### config.mk
export PLATFORM = sky130hd
export DESIGN_NAME = fbscan_top
export DESIGN_NICKNAME = d
export VERILOG_FILES = /design/src/rtl/fbscan_pkg.sv /design/src/rtl/fbscan_raster.sv /design/src/rtl/fbscan_regs.sv /design/src/rtl/fbscan_addr.sv /design/src/rtl/fbscan_pixout.sv /design/src/rtl/fbscan_top.sv
export SDC_FILE = /design/constraint.sdc
export NUM_CORES = 1
export LEC_CHECK = 0
export CORE_MARGIN = 4
export CORE_UTILIZATION = 50
export DETAILED_ROUTE_END_ITERATION = 10
export PLACE_DENSITY = 0.94
export SYNTH_ARGS = -nofsm -noshare
export SYNTH_HDL_FRONTEND = slang
export SYNTH_SLANG_ARGS = --single-unit
### constraint.sdc
create_clock -name clk -period 8.5 [get_ports clk]
set_input_delay 1.275 -clock clk [delete_from_list [all_inputs] [get_ports clk]]
set_output_delay 1.275 -clock clk [all_outputs]
set_load 0.02 [all_outputs]
### src/rtl/fbscan_pkg.sv
// Shared widths and the scanout setting record.
// Assumes a 32-bit byte-addressed memory and 32-bit pixel words.
package fbscan_pkg;
    localparam int ADDR_W  = 32;
    localparam int WORD_W  = 32;
    localparam int COLOR_W = 8;
    localparam int REG_AW  = 3;

    typedef struct packed {
        logic [ADDR_W-1:0] base;
        logic              rot;
        logic              en;
    } scan_cfg_t;
endpackage

### src/rtl/fbscan_raster.sv
// Raster position counter with sync generation.
// Assumes sync pulses fall inside the blanking interval (FRONT, SYNC >= 1).
module fbscan_raster #(
    parameter int H_ACTIVE = 640,
    parameter int H_FRONT  = 16,
    parameter int H_SYNC   = 96,
    parameter int H_BACK   = 48,
    parameter int V_ACTIVE = 480,
    parameter int V_FRONT  = 10,
    parameter int V_SYNC   = 2,
    parameter int V_BACK   = 33,
    localparam int H_TOTAL = H_ACTIVE + H_FRONT + H_SYNC + H_BACK,
    localparam int V_TOTAL = V_ACTIVE + V_FRONT + V_SYNC + V_BACK,
    localparam int HW      = $clog2(H_TOTAL),
    localparam int VW      = $clog2(V_TOTAL)
) (
    input  logic          clk,
    input  logic          rst_n,
    output logic [HW-1:0] h_cnt_o,
    output logic [VW-1:0] v_cnt_o,
    output logic          active_o,
    output logic          hsync_n_o,
    output logic          vsync_n_o,
    output logic          frame_end_o
);
    localparam logic [HW-1:0] H_LAST = HW'(H_TOTAL - 1);
    localparam logic [VW-1:0] V_LAST = VW'(V_TOTAL - 1);
    localparam logic [HW-1:0] HS_BEG = HW'(H_ACTIVE + H_FRONT);
    localparam logic [HW-1:0] HS_END = HW'(H_ACTIVE + H_FRONT + H_SYNC);
    localparam logic [VW-1:0] VS_BEG = VW'(V_ACTIVE + V_FRONT);
    localparam logic [VW-1:0] VS_END = VW'(V_ACTIVE + V_FRONT + V_SYNC);

    // Advance column every clock, row on column wrap, both wrap at the frame end.
    always_ff @(posedge clk) begin
        if (!rst_n) begin
            h_cnt_o <= '0;
            v_cnt_o <= '0;
        end else if (h_cnt_o == H_LAST) begin
            h_cnt_o <= '0;
            v_cnt_o <= (v_cnt_o == V_LAST) ? '0 : v_cnt_o + 1'b1;
        end else begin
            h_cnt_o <= h_cnt_o + 1'b1;
        end
    end

    // Decode visibility, sync windows and the last position of the frame.
    always_comb begin
        active_o    = (h_cnt_o < HW'(H_ACTIVE)) && (v_cnt_o < VW'(V_ACTIVE));
        hsync_n_o   = !((h_cnt_o >= HS_BEG) && (h_cnt_o < HS_END));
        vsync_n_o   = !((v_cnt_o >= VS_BEG) && (v_cnt_o < VS_END));
        frame_end_o = (h_cnt_o == H_LAST) && (v_cnt_o == V_LAST);
    end

    // a line ends by returning the column to zero.
    a_r1_line_wrap: assert property (@(posedge clk) disable iff (!rst_n)
        (h_cnt_o == H_LAST) |=> (h_cnt_o == '0));
    // the row only moves when a line ends.
    a_r1_row_hold: assert property (@(posedge clk) disable iff (!rst_n)
        (h_cnt_o != H_LAST) |=> $stable(v_cnt_o));
endmodule

### src/rtl/fbscan_regs.sv
// Two write-only registers, staged and copied to the live setting at frame end.
// Assumes byte offsets: 0 = base, 4 = control; other offsets are ignored.
module fbscan_regs
    import fbscan_pkg::*;
#(
    parameter int BASE_KEEP = 11
) (
    input  logic              clk,
    input  logic              rst_n,
    input  logic              wr_en_i,
    input  logic [REG_AW-1:0] wr_addr_i,
    input  logic [WORD_W-1:0] wr_data_i,
    input  logic              frame_end_i,
    output scan_cfg_t         cfg_o
);
    localparam logic [ADDR_W-1:0] BASE_MASK = ~({ADDR_W{1'b1}} >> BASE_KEEP);
    localparam logic [REG_AW-1:0] OFS_BASE  = REG_AW'(0);
    localparam logic [REG_AW-1:0] OFS_CTRL  = REG_AW'(4);

    scan_cfg_t staged;

    // Capture software writes into the staged copy.
    always_ff @(posedge clk) begin
        if (!rst_n) begin
            staged <= '0;
        end else if (wr_en_i && wr_addr_i == OFS_BASE) begin
            staged.base <= wr_data_i & BASE_MASK;
        end else if (wr_en_i && wr_addr_i == OFS_CTRL) begin
            staged.en  <= wr_data_i[0];
            staged.rot <= wr_data_i[1];
        end
    end

    // Hand the staged copy to scanout only as a frame finishes.
    always_ff @(posedge clk) begin
        if (!rst_n)           cfg_o <= '0;
        else if (frame_end_i) cfg_o <= staged;
    end

    // the live setting never moves in the middle of a frame.
    a_r7_cfg_frame_only: assert property (@(posedge clk) disable iff (!rst_n)
        !frame_end_i |=> $stable(cfg_o));
endmodule

### src/rtl/fbscan_addr.sv
// Maps a raster position to a pixel word address, optionally mirrored.
// Assumes ROW_WORDS >= H_ACTIVE and the whole buffer fits below ADDR_W bits.
module fbscan_addr
    import fbscan_pkg::*;
#(
    parameter int H_ACTIVE  = 640,
    parameter int V_ACTIVE  = 480,
    parameter int ROW_WORDS = 1024,
    parameter int HW        = 10,
    parameter int VW        = 10
) (
    input  logic [HW-1:0]     h_i,
    input  logic [VW-1:0]     v_i,
    input  logic              active_i,
    input  scan_cfg_t         cfg_i,
    output logic              rd_valid_o,
    output logic [ADDR_W-1:0] rd_addr_o
);
    localparam logic [ADDR_W-1:0] COL_MAX = ADDR_W'(H_ACTIVE - 1);
    localparam logic [ADDR_W-1:0] ROW_MAX = ADDR_W'(V_ACTIVE - 1);
    localparam logic [ADDR_W-1:0] STRIDE  = ADDR_W'(ROW_WORDS);

    logic [ADDR_W-1:0] row_sel, col_sel, word_idx;

    // Pick scan direction, form the word index and the byte address.
    always_comb begin
        row_sel    = cfg_i.rot ? ROW_MAX - ADDR_W'(v_i) : ADDR_W'(v_i);
        col_sel    = cfg_i.rot ? COL_MAX - ADDR_W'(h_i) : ADDR_W'(h_i);
        word_idx   = row_sel * STRIDE + col_sel;
        rd_addr_o  = cfg_i.base + (word_idx << 2);
        rd_valid_o = active_i && cfg_i.en;
    end
endmodule

### src/rtl/fbscan_pixout.sv
// Two-stage output pipeline: waits for the returned word, then splits it.
// Assumes memory returns the word exactly one clock after the request.
module fbscan_pixout
    import fbscan_pkg::*;
(
    input  logic               clk,
    input  logic               rst_n,
    input  logic               de_i,
    input  logic               fetch_i,
    input  logic               hsync_n_i,
    input  logic               vsync_n_i,
    input  logic [WORD_W-1:0]  word_i,
    output logic               de_o,
    output logic [COLOR_W-1:0] red_o,
    output logic [COLOR_W-1:0] green_o,
    output logic [COLOR_W-1:0] blue_o,
    output logic               hsync_n_o,
    output logic               vsync_n_o
);
    logic de_q, fetch_q, hs_q, vs_q;
    logic unused_top_byte;

    assign unused_top_byte = ^word_i[WORD_W-1:3*COLOR_W];

    // Stage 1: hold raster flags while the memory answers.
    always_ff @(posedge clk) begin
        if (!rst_n) begin
            de_q <= 1'b0; fetch_q <= 1'b0; hs_q <= 1'b1; vs_q <= 1'b1;
        end else begin
            de_q <= de_i; fetch_q <= fetch_i; hs_q <= hsync_n_i; vs_q <= vsync_n_i;
        end
    end

    // Stage 2: register colours (black unless a word was fetched) with flags.
    always_ff @(posedge clk) begin
        if (!rst_n) begin
            de_o <= 1'b0; hsync_n_o <= 1'b1; vsync_n_o <= 1'b1;
            {red_o, green_o, blue_o} <= '0;
        end else begin
            de_o      <= de_q;
            hsync_n_o <= hs_q;
            vsync_n_o <= vs_q;
            {red_o, green_o, blue_o} <= fetch_q ? word_i[3*COLOR_W-1:0] : '0;
        end
    end

    // blanked positions always show black.
    a_r9_blank_black: assert property (@(posedge clk) disable iff (!rst_n)
        !de_o |-> ({red_o, green_o, blue_o} == '0));
endmodule

### src/rtl/fbscan_top.sv
// Frame buffer scanout: raster timing, register staging, address
// generation and pixel unpacking for a fixed-size true-colour display.
// Assumes a one-clock fixed read latency on the memory side.
module fbscan_top
    import fbscan_pkg::*;
#(
    parameter int H_ACTIVE  = 640,
    parameter int H_FRONT   = 16,
    parameter int H_SYNC    = 96,
    parameter int H_BACK    = 48,
    parameter int V_ACTIVE  = 480,
    parameter int V_FRONT   = 10,
    parameter int V_SYNC    = 2,
    parameter int V_BACK    = 33,
    parameter int ROW_WORDS = 1024,
    parameter int BASE_KEEP = 11
) (
    input  logic        clk,
    input  logic        rst_n,
    input  logic        reg_wr_en,
    input  logic [2:0]  reg_wr_addr,
    input  logic [31:0] reg_wr_data,
    output logic        mem_rd_valid,
    output logic [31:0] mem_rd_addr,
    input  logic [31:0] mem_rd_data,
    output logic        pix_de,
    output logic [7:0]  pix_red,
    output logic [7:0]  pix_green,
    output logic [7:0]  pix_blue,
    output logic        pix_hsync_n,
    output logic        pix_vsync_n
);
    localparam int HW = $clog2(H_ACTIVE + H_FRONT + H_SYNC + H_BACK);
    localparam int VW = $clog2(V_ACTIVE + V_FRONT + V_SYNC + V_BACK);

    logic [HW-1:0] h_cnt;
    logic [VW-1:0] v_cnt;
    logic          active, hsync_n, vsync_n, frame_end;
    scan_cfg_t     cfg;

    fbscan_raster #(
        .H_ACTIVE(H_ACTIVE), .H_FRONT(H_FRONT), .H_SYNC(H_SYNC), .H_BACK(H_BACK),
        .V_ACTIVE(V_ACTIVE), .V_FRONT(V_FRONT), .V_SYNC(V_SYNC), .V_BACK(V_BACK)
    ) u_raster (
        .clk(clk), .rst_n(rst_n), .h_cnt_o(h_cnt), .v_cnt_o(v_cnt),
        .active_o(active), .hsync_n_o(hsync_n), .vsync_n_o(vsync_n),
        .frame_end_o(frame_end)
    );

    fbscan_regs #(.BASE_KEEP(BASE_KEEP)) u_regs (
        .clk(clk), .rst_n(rst_n), .wr_en_i(reg_wr_en), .wr_addr_i(reg_wr_addr),
        .wr_data_i(reg_wr_data), .frame_end_i(frame_end), .cfg_o(cfg)
    );

    fbscan_addr #(
        .H_ACTIVE(H_ACTIVE), .V_ACTIVE(V_ACTIVE), .ROW_WORDS(ROW_WORDS),
        .HW(HW), .VW(VW)
    ) u_addr (
        .h_i(h_cnt), .v_i(v_cnt), .active_i(active), .cfg_i(cfg),
        .rd_valid_o(mem_rd_valid), .rd_addr_o(mem_rd_addr)
    );

    fbscan_pixout u_pixout (
        .clk(clk), .rst_n(rst_n), .de_i(active), .fetch_i(mem_rd_valid),
        .hsync_n_i(hsync_n), .vsync_n_i(vsync_n), .word_i(mem_rd_data),
        .de_o(pix_de), .red_o(pix_red), .green_o(pix_green), .blue_o(pix_blue),
        .hsync_n_o(pix_hsync_n), .vsync_n_o(pix_vsync_n)
    );

    // a switched-off display never requests memory.
    a_r6_quiet_when_off: assert property (@(posedge clk) disable iff (!rst_n)
        !cfg.en |-> !mem_rd_valid);
    // consecutive reads in normal order advance by one word.
    a_r4_forward_step: assert property (@(posedge clk) disable iff (!rst_n)
        (mem_rd_valid && $past(mem_rd_valid) && !cfg.rot)
            |-> (mem_rd_addr == $past(mem_rd_addr) + 32'd4));
    // consecutive reads in rotated order step back by one word.
    a_r5_reverse_step: assert property (@(posedge clk) disable iff (!rst_n)
        (mem_rd_valid && $past(mem_rd_valid) && cfg.rot)
            |-> (mem_rd_addr == $past(mem_rd_addr) - 32'd4));
endmodule

==> impl_metrics.ini, run 1 <==
[final_layout]
mostFrequentLayoutCell = clkdlybuf4s50_1
finalNetCount = 650
layout_common_cells = 100 x clkdlybuf4s50_1, 77 x dfxtp_1, 47 x nor2_1
instances_no_fill = 654
syn_to_final_growth_pct = 28.4
fillers = 597
drive_gt1_frac = 0.0525
diodes = 0

[timing]
fin_crit_sh = 0.841
final.min_clock_period_ns = 7.15
finalSetupTns_ns = 0
rsz0062_at_grt = false
worstMarginPinSlew_ns = 1.16
fmax_mhz = 140
finalMaxSlewViolations = 0
hold-worst-slack_ns = 0.423
setup-violations-final = 0
relSlewSlack = 0.227
hold_viol_final = 0
finClkSkew_ns = 0.0155

[die]
dieArea_um2 = 9710
core_um2 = 7850
rows = 32
start_util = 0.522
pin_count = 130
die_w_um = 98.5
die_y_um = 98.5

[synth]
yosysSeqAreaShare = 0.376
avgSynthCellArea_um2 = 8.96
ys_ff_latch = 77
yosys_warnings = 0
netlist.area_leader.share = 0.376
syn_area_um2 = 4100
synth-edff-count = 0
yosysTopAreaCell = dfxtp_1
netlist-cell-type-count = 54
synthCells = 457
synth_ff_type = dfxtp_1
async_reset_ff_frac = 0
synth_area_leaders = dfxtp_1 38%, ha_1 9.2%, xor2_1 5.8%

[critical_path]
critPathTopFamily = compound AO/OA/AOI/OAI gates
worstSetupStartpointType = flop
worst_path_most_repeated_cell = o21ai_0
critical_path_arrival_ns = 5.87
critPathBufInv = 2
path_class = reg2out
crit_path_end_kind = primary output
slowest_stage = a21oi_1
cpPeakStageDelay_ns = 0.92
cp_max_fo = 12
required_ns = 7.22
crit_chain = inv_1, a21oi_1, ha_1, fa_1, a21oi_1, o21ai_0, o22ai_1, o21ai_0, o221ai_1, ha_1, o21ai_0, and2_1, or3_1, o211ai_1, xnor2_1, clkdlybuf4s50_1

[place]
port_buffers = 100
place.gp.congestion = 0.867
post-place-cells = 639
hpwl_um = 7600

[clock_tree]
clkLatencyLatePin_ns = 0.34
holdBufCountCts = 0
postCtsSetupBuffers = 0
cts_sinks = 77
htreeDepth = 3
root_buffer = clkbuf_8
clkTransAtPathRegs_ns = 0.08
cts_tree = done
cts_buffer_depth = 2
cts_buffers = 9
cts_resized = 0

[global_routing]
gr-usage-all-layers = 0.209
grt_pass1_vias = 3551
grt_pass1_wl_um = 16700
globalRouteOverflowTotal = 0
grt_max_degree = 35
grt_antenna_before_repair = 0

[route]
drt-total-wl_um = 9810
vias = 3564
ant_nets = 0
drc = 0
avgRoutedWirePerCell_um = 15.0
drt-initial-drc-count = 208
dr.pass1.iters = 4
post_drt_via_cell_ratio = 5.45

[job]
drv_cap = 0

[power]
vdd_ir_drop_max_mv = 0.125
p_leak_nw = 2.21
power_density_nw_per_um2 = 121

[hold_path]
hold_path.class = reg2reg

[run_status]
outcome = finished clean
stage by stage:
stage / power (W) / util / setup WS (ns) / cell area [um^2]
floorplan: 0.000387 / - / 2.83 / 4100
global placement: 0.000410 / 0.650 / 2.00 / 5100
detailed placement: 0.000412 / 0.650 / 1.75 / 5100
CTS: 0.000639 / 0.670 / 1.35 / 5260
global route: 0.000661 / 0.670 / 0.888 / 5260
finish: 0.000634 / 0.670 / 1.35 / 5260
Yosys cell counts (5+ instances only):
| library cell | number |
|---|---|
| xor2_1 | 27 |
| o211ai_1 | 5 |
| inv_1 | 13 |
| xnor2_1 | 21 |
| nand2_1 | 45 |
| nor2_1 | 47 |
| nand2b_1 | 8 |
| nand4_1 | 7 |
| dfxtp_1 | 77 |
| ha_1 | 30 |
| nand3_1 | 11 |
| mux2i_1 | 14 |
| clkbuf_1 | 10 |
| o21ai_0 | 12 |
| a21oi_1 | 30 |
| nor3_1 | 5 |
| and3_1 | 28 |
path summary, 6_finish.rpt:
check / from / endpoint / slack (ns) / depth (start not counted)
setup / recovery: u_raster.h_cnt_o[8] / mem_rd_addr[31] / 1.35 / 16
hold / removal: u_pixout.vs_q / u_pixout.vsync_n_o / 0.42 / 1
setup reg to reg: u_raster.v_cnt_o[0] / u_regs.cfg_o[28] / 6.40 / 7
hold reg to reg: u_pixout.vs_q / u_pixout.vsync_n_o / 0.42 / 1
where the power goes:
group	switching [W]	total [W]	internal (W)
combinational	0.0000146	0.0000375	0.0000228
clock	0.000126	0.000230	0.000104
sequential	0.00000274	0.000366	0.000363
total	0.000144	0.000634	0.000490
sequential cells by signal, indices dropped and copies added, names as in the netlist:
name,flops
u_regs.cfg_o,13
u_regs.staged,13
u_pixout.green_o,8
u_pixout.de_o,1
u_pixout.fetch_q,1
u_pixout.vsync_n_o,1
u_pixout.hs_q,1
u_pixout.blue_o,8
u_raster.v_cnt_o,10
u_pixout.vs_q,1
u_raster.h_cnt_o,10
u_pixout.de_q,1
u_pixout.red_o,8
u_pixout.hsync_n_o,1
layout make-up:
type | instances | area (um^2) | area share
Sequential cell | 77 | 1540 | 0.293
Multi-Input combinational cell | 344 | 2360 | 0.449
Tap cell | 102 | 128 | 0.0243
Timing Repair Buffer | 102 | 1020 | 0.193
Clock inverter | 6 | 40.0 | 0.00761
Clock buffer | 9 | 124 | 0.0235
Inverter | 14 | 52.6 | 0.00999
logic make-up (layout without fill, tap and decap cells):
logic type,after synthesis,count (layout),share of synthesized area
other,1,2,0.000915
buffers and inverters,37,131,0.0486
xor gates and xnor gates,48,48,0.103
adders and majority gates,32,32,0.101
muxes,14,14,0.0342
DFF,77,77,0.376
AOI/OAI and AO/OA,75,75,0.116
and+or+nand+nor,173,173,0.220
worst register-to-register path, stage by stage, from the launching register on:
cell	delay (ns)
dfxtp_1	0.38
inv_1	0.11
ha_1	0.15
nor4bb_1	0.32
nand4_2	0.24
nor2_4	0.44
mux2i_1	0.26
nor2_1	0.06
layer usage:
metal	track usage	vias up	part of all wire
met4	0.0893	0	0.019
met5	0	-	0
met3	0.0333	16	0.043
met1	0.244	1693	0.40
met2	0.376	88	0.54
li1	-	1767	-
Power figures use the tool's default switching activity.
==> run 2, diff against run 1 <==
CORE_UTILIZATION = 42   (was 50)
PLACE_DENSITY = 0.85   (was 0.94)
clock period = 6.1 ns   (was 8.5 ns; I/O delays follow)
==> run 2 against run 1 <==
Compared with the run above:
- sequential power rose by 39%
- sequential share of layout area fell by 0.50 points
- clock power rose by 50%
- flip-flop and latch count did not move
- die area rose by 17%
- final cell count rose by 4.4%
- first-iteration DRC count fell by 27%
- clock skew fell by 0.0071 ns
- core utilization fell by 9.9 points
- clock-buffer cell count did not move
- largest cell class unchanged
- highest routed layer unchanged
==> impl_metrics.ini, run 2 (synthesis gave the netlist of run 1 again) <==
[clock_tree]
holdBufCountCts = 0
cts_resized = 1
clkTransAtPathRegs_ns = 0.09
cts_buffers = 9
htreeDepth = 3
postCtsSetupBuffers = 0
cts_tree = done
cts_sinks = 77
cts_buffer_depth = 2
clkLatencyLatePin_ns = 0.34
root_buffer = clkbuf_8

[final_layout]
seq_area_um2 = 1540
finalNetCount = 651
fillers = 842
diodes = 0
layout_common_cells = 100 x clkdlybuf4s50_1, 77 x dfxtp_1, 47 x nor2_1
mostFrequentLayoutCell = clkdlybuf4s50_1
instances_no_fill = 683
largest_registers = u_regs.cfg_o: 13 flops, u_regs.staged: 13 flops
drive_gt1_frac = 0.0614
syn_to_final_growth_pct = 30.7
utilization = 0.571
multi_input_comb_area_um2 = 2390

[route]
drt-total-wl_um = 9420
drt-initial-drc-count = 152
dr.pass1.iters = 4
post_drt_via_cell_ratio = 5.11
vias = 3490
ant_nets = 0
avgRoutedWirePerCell_um = 13.8
drc = 0

[critical_path]
ff2ff_setup_slack_ns = 3.91
cp_max_fo = 7
cpPeakStageDelay_ns = 0.65
crit_path_end_kind = primary output
worstSetupStartpointType = flop
crit_chain = inv_1, a21oi_4, ha_1, fa_1, a21oi_1, o21ai_0, o22ai_1, o21ai_2, o221ai_1, ha_1, nor4_1, o211ai_1, a31o_2, a21oi_1, xnor2_1, clkdlybuf4s50_1
path_class = reg2out
required_ns = 5.18
slowest_stage = clkdlybuf4s50_1
critical_path_arrival_ns = 4.82

[place]
place.gp.congestion = 0.885
hpwl_um = 7320
port_buffers = 100
post-place-cells = 667
dpl_worst_slack_ns = 0.315

[power]
power_density_nw_per_um2 = 170
p_leak_nw = 2.23
vdd_ir_drop_max_mv = 0.126

[die]
start_util = 0.437
pin_count = 130
core_um2 = 9370
dieArea_um2 = 11400
rows = 35
die_y_um = 107
die_w_um = 107

[timing]
rsz0062_at_grt = false
finClkSkew_ns = 0.00832
fin_crit_sh = 0.940
finalSetupTns_ns = 0
worstMarginPinSlew_ns = 0.916
worst_slack_ns = 0.364
fmax_mhz = 174
relSlewSlack = 0.385
setup-violations-final = 0
final.min_clock_period_ns = 5.74
hold_viol_final = 0
finalMaxSlewViolations = 0

[global_routing]
grt_pass1_wl_um = 15500
grt_max_degree = 35
gr-usage-all-layers = 0.166
grt_antenna_before_repair = 0
grt_pass1_vias = 3342
globalRouteOverflowTotal = 0

[job]
drv_cap = 0

[hold_path]
hold_path.class = reg2reg

[run_status]
outcome = finished clean
[run 2: cell count changes in the layout (fill, tap and decap cells not counted), sizes merged]
| cell | before | now |
|---|---|---|
| clkinvlp | 1 | 2 |
| buf | 2 | 3 |
| inv | 14 | 16 |
| clkinv | 5 | 3 |
[run 2: power by group]
part / switching, W / total [W] / internal, W
clock: 0.000193 / 0.000346 / 0.000153
combinational: 0.0000200 / 0.0000517 / 0.0000317
sequential: 0.00000386 / 0.000510 / 0.000506
total: 0.000217 / 0.000908 / 0.000691
[run 2: area by class of cell]
type	count	area share
timing repair buffer	103	0.192
tap	129	0.0302
sequential	77	0.288
clock inverter	7	0.0108
clock buffer	9	0.0231
inverter	14	0.00982
multi-input combinational	344	0.446
[run 2: worst max-delay path: cells and delay by family (launching register included)]
family	cells	cell delay [ns]
adder cells (fa/ha/maj)	3	0.75
AO/OA/AOI/OAI	9	1.92
flip-flops	1	0.51
buffers and inverters	2	0.82
AND/OR/NAND/NOR	1	0.29
XOR/XNOR	1	0.18
[run 2: worst paths after layout]
kind | startpoint | to | depth (start not counted)
setup / recovery | u_raster.h_cnt_o[7] | mem_rd_addr[30] | 16
setup reg to reg | u_raster.v_cnt_o[0] | u_regs.cfg_o[28] | 7
hold reg to reg | u_pixout.vs_q | u_pixout.vsync_n_o | 1
hold / removal | u_pixout.vs_q | u_pixout.vsync_n_o | 1
[run 2: metrics by stage]
step,power (W),instance area (um^2),hold slack [ns]
6_report,0.000908,5350,0.401
3_5_place_dp,0.000574,5140,0.392
4_1_cts,0.000917,5320,0.405
5_1_grt,0.000949,5350,0.416
2_1_floorplan,0.000540,4100,0.386
3_3_place_gp,0.000572,5140,0.392
[run 2: routing by layer]
| layer | track usage | vias to the layer above | wire length (um) |
|---|---|---|---|
| li1 | - | 1774 | - |
| met4 | 0.0639 | 0 | 210 |
| met1 | 0.196 | 1609 | 3990 |
| met3 | 0.0397 | 14 | 469 |
| met2 | 0.289 | 93 | 4760 |
| met5 | 0 | - | 0 |
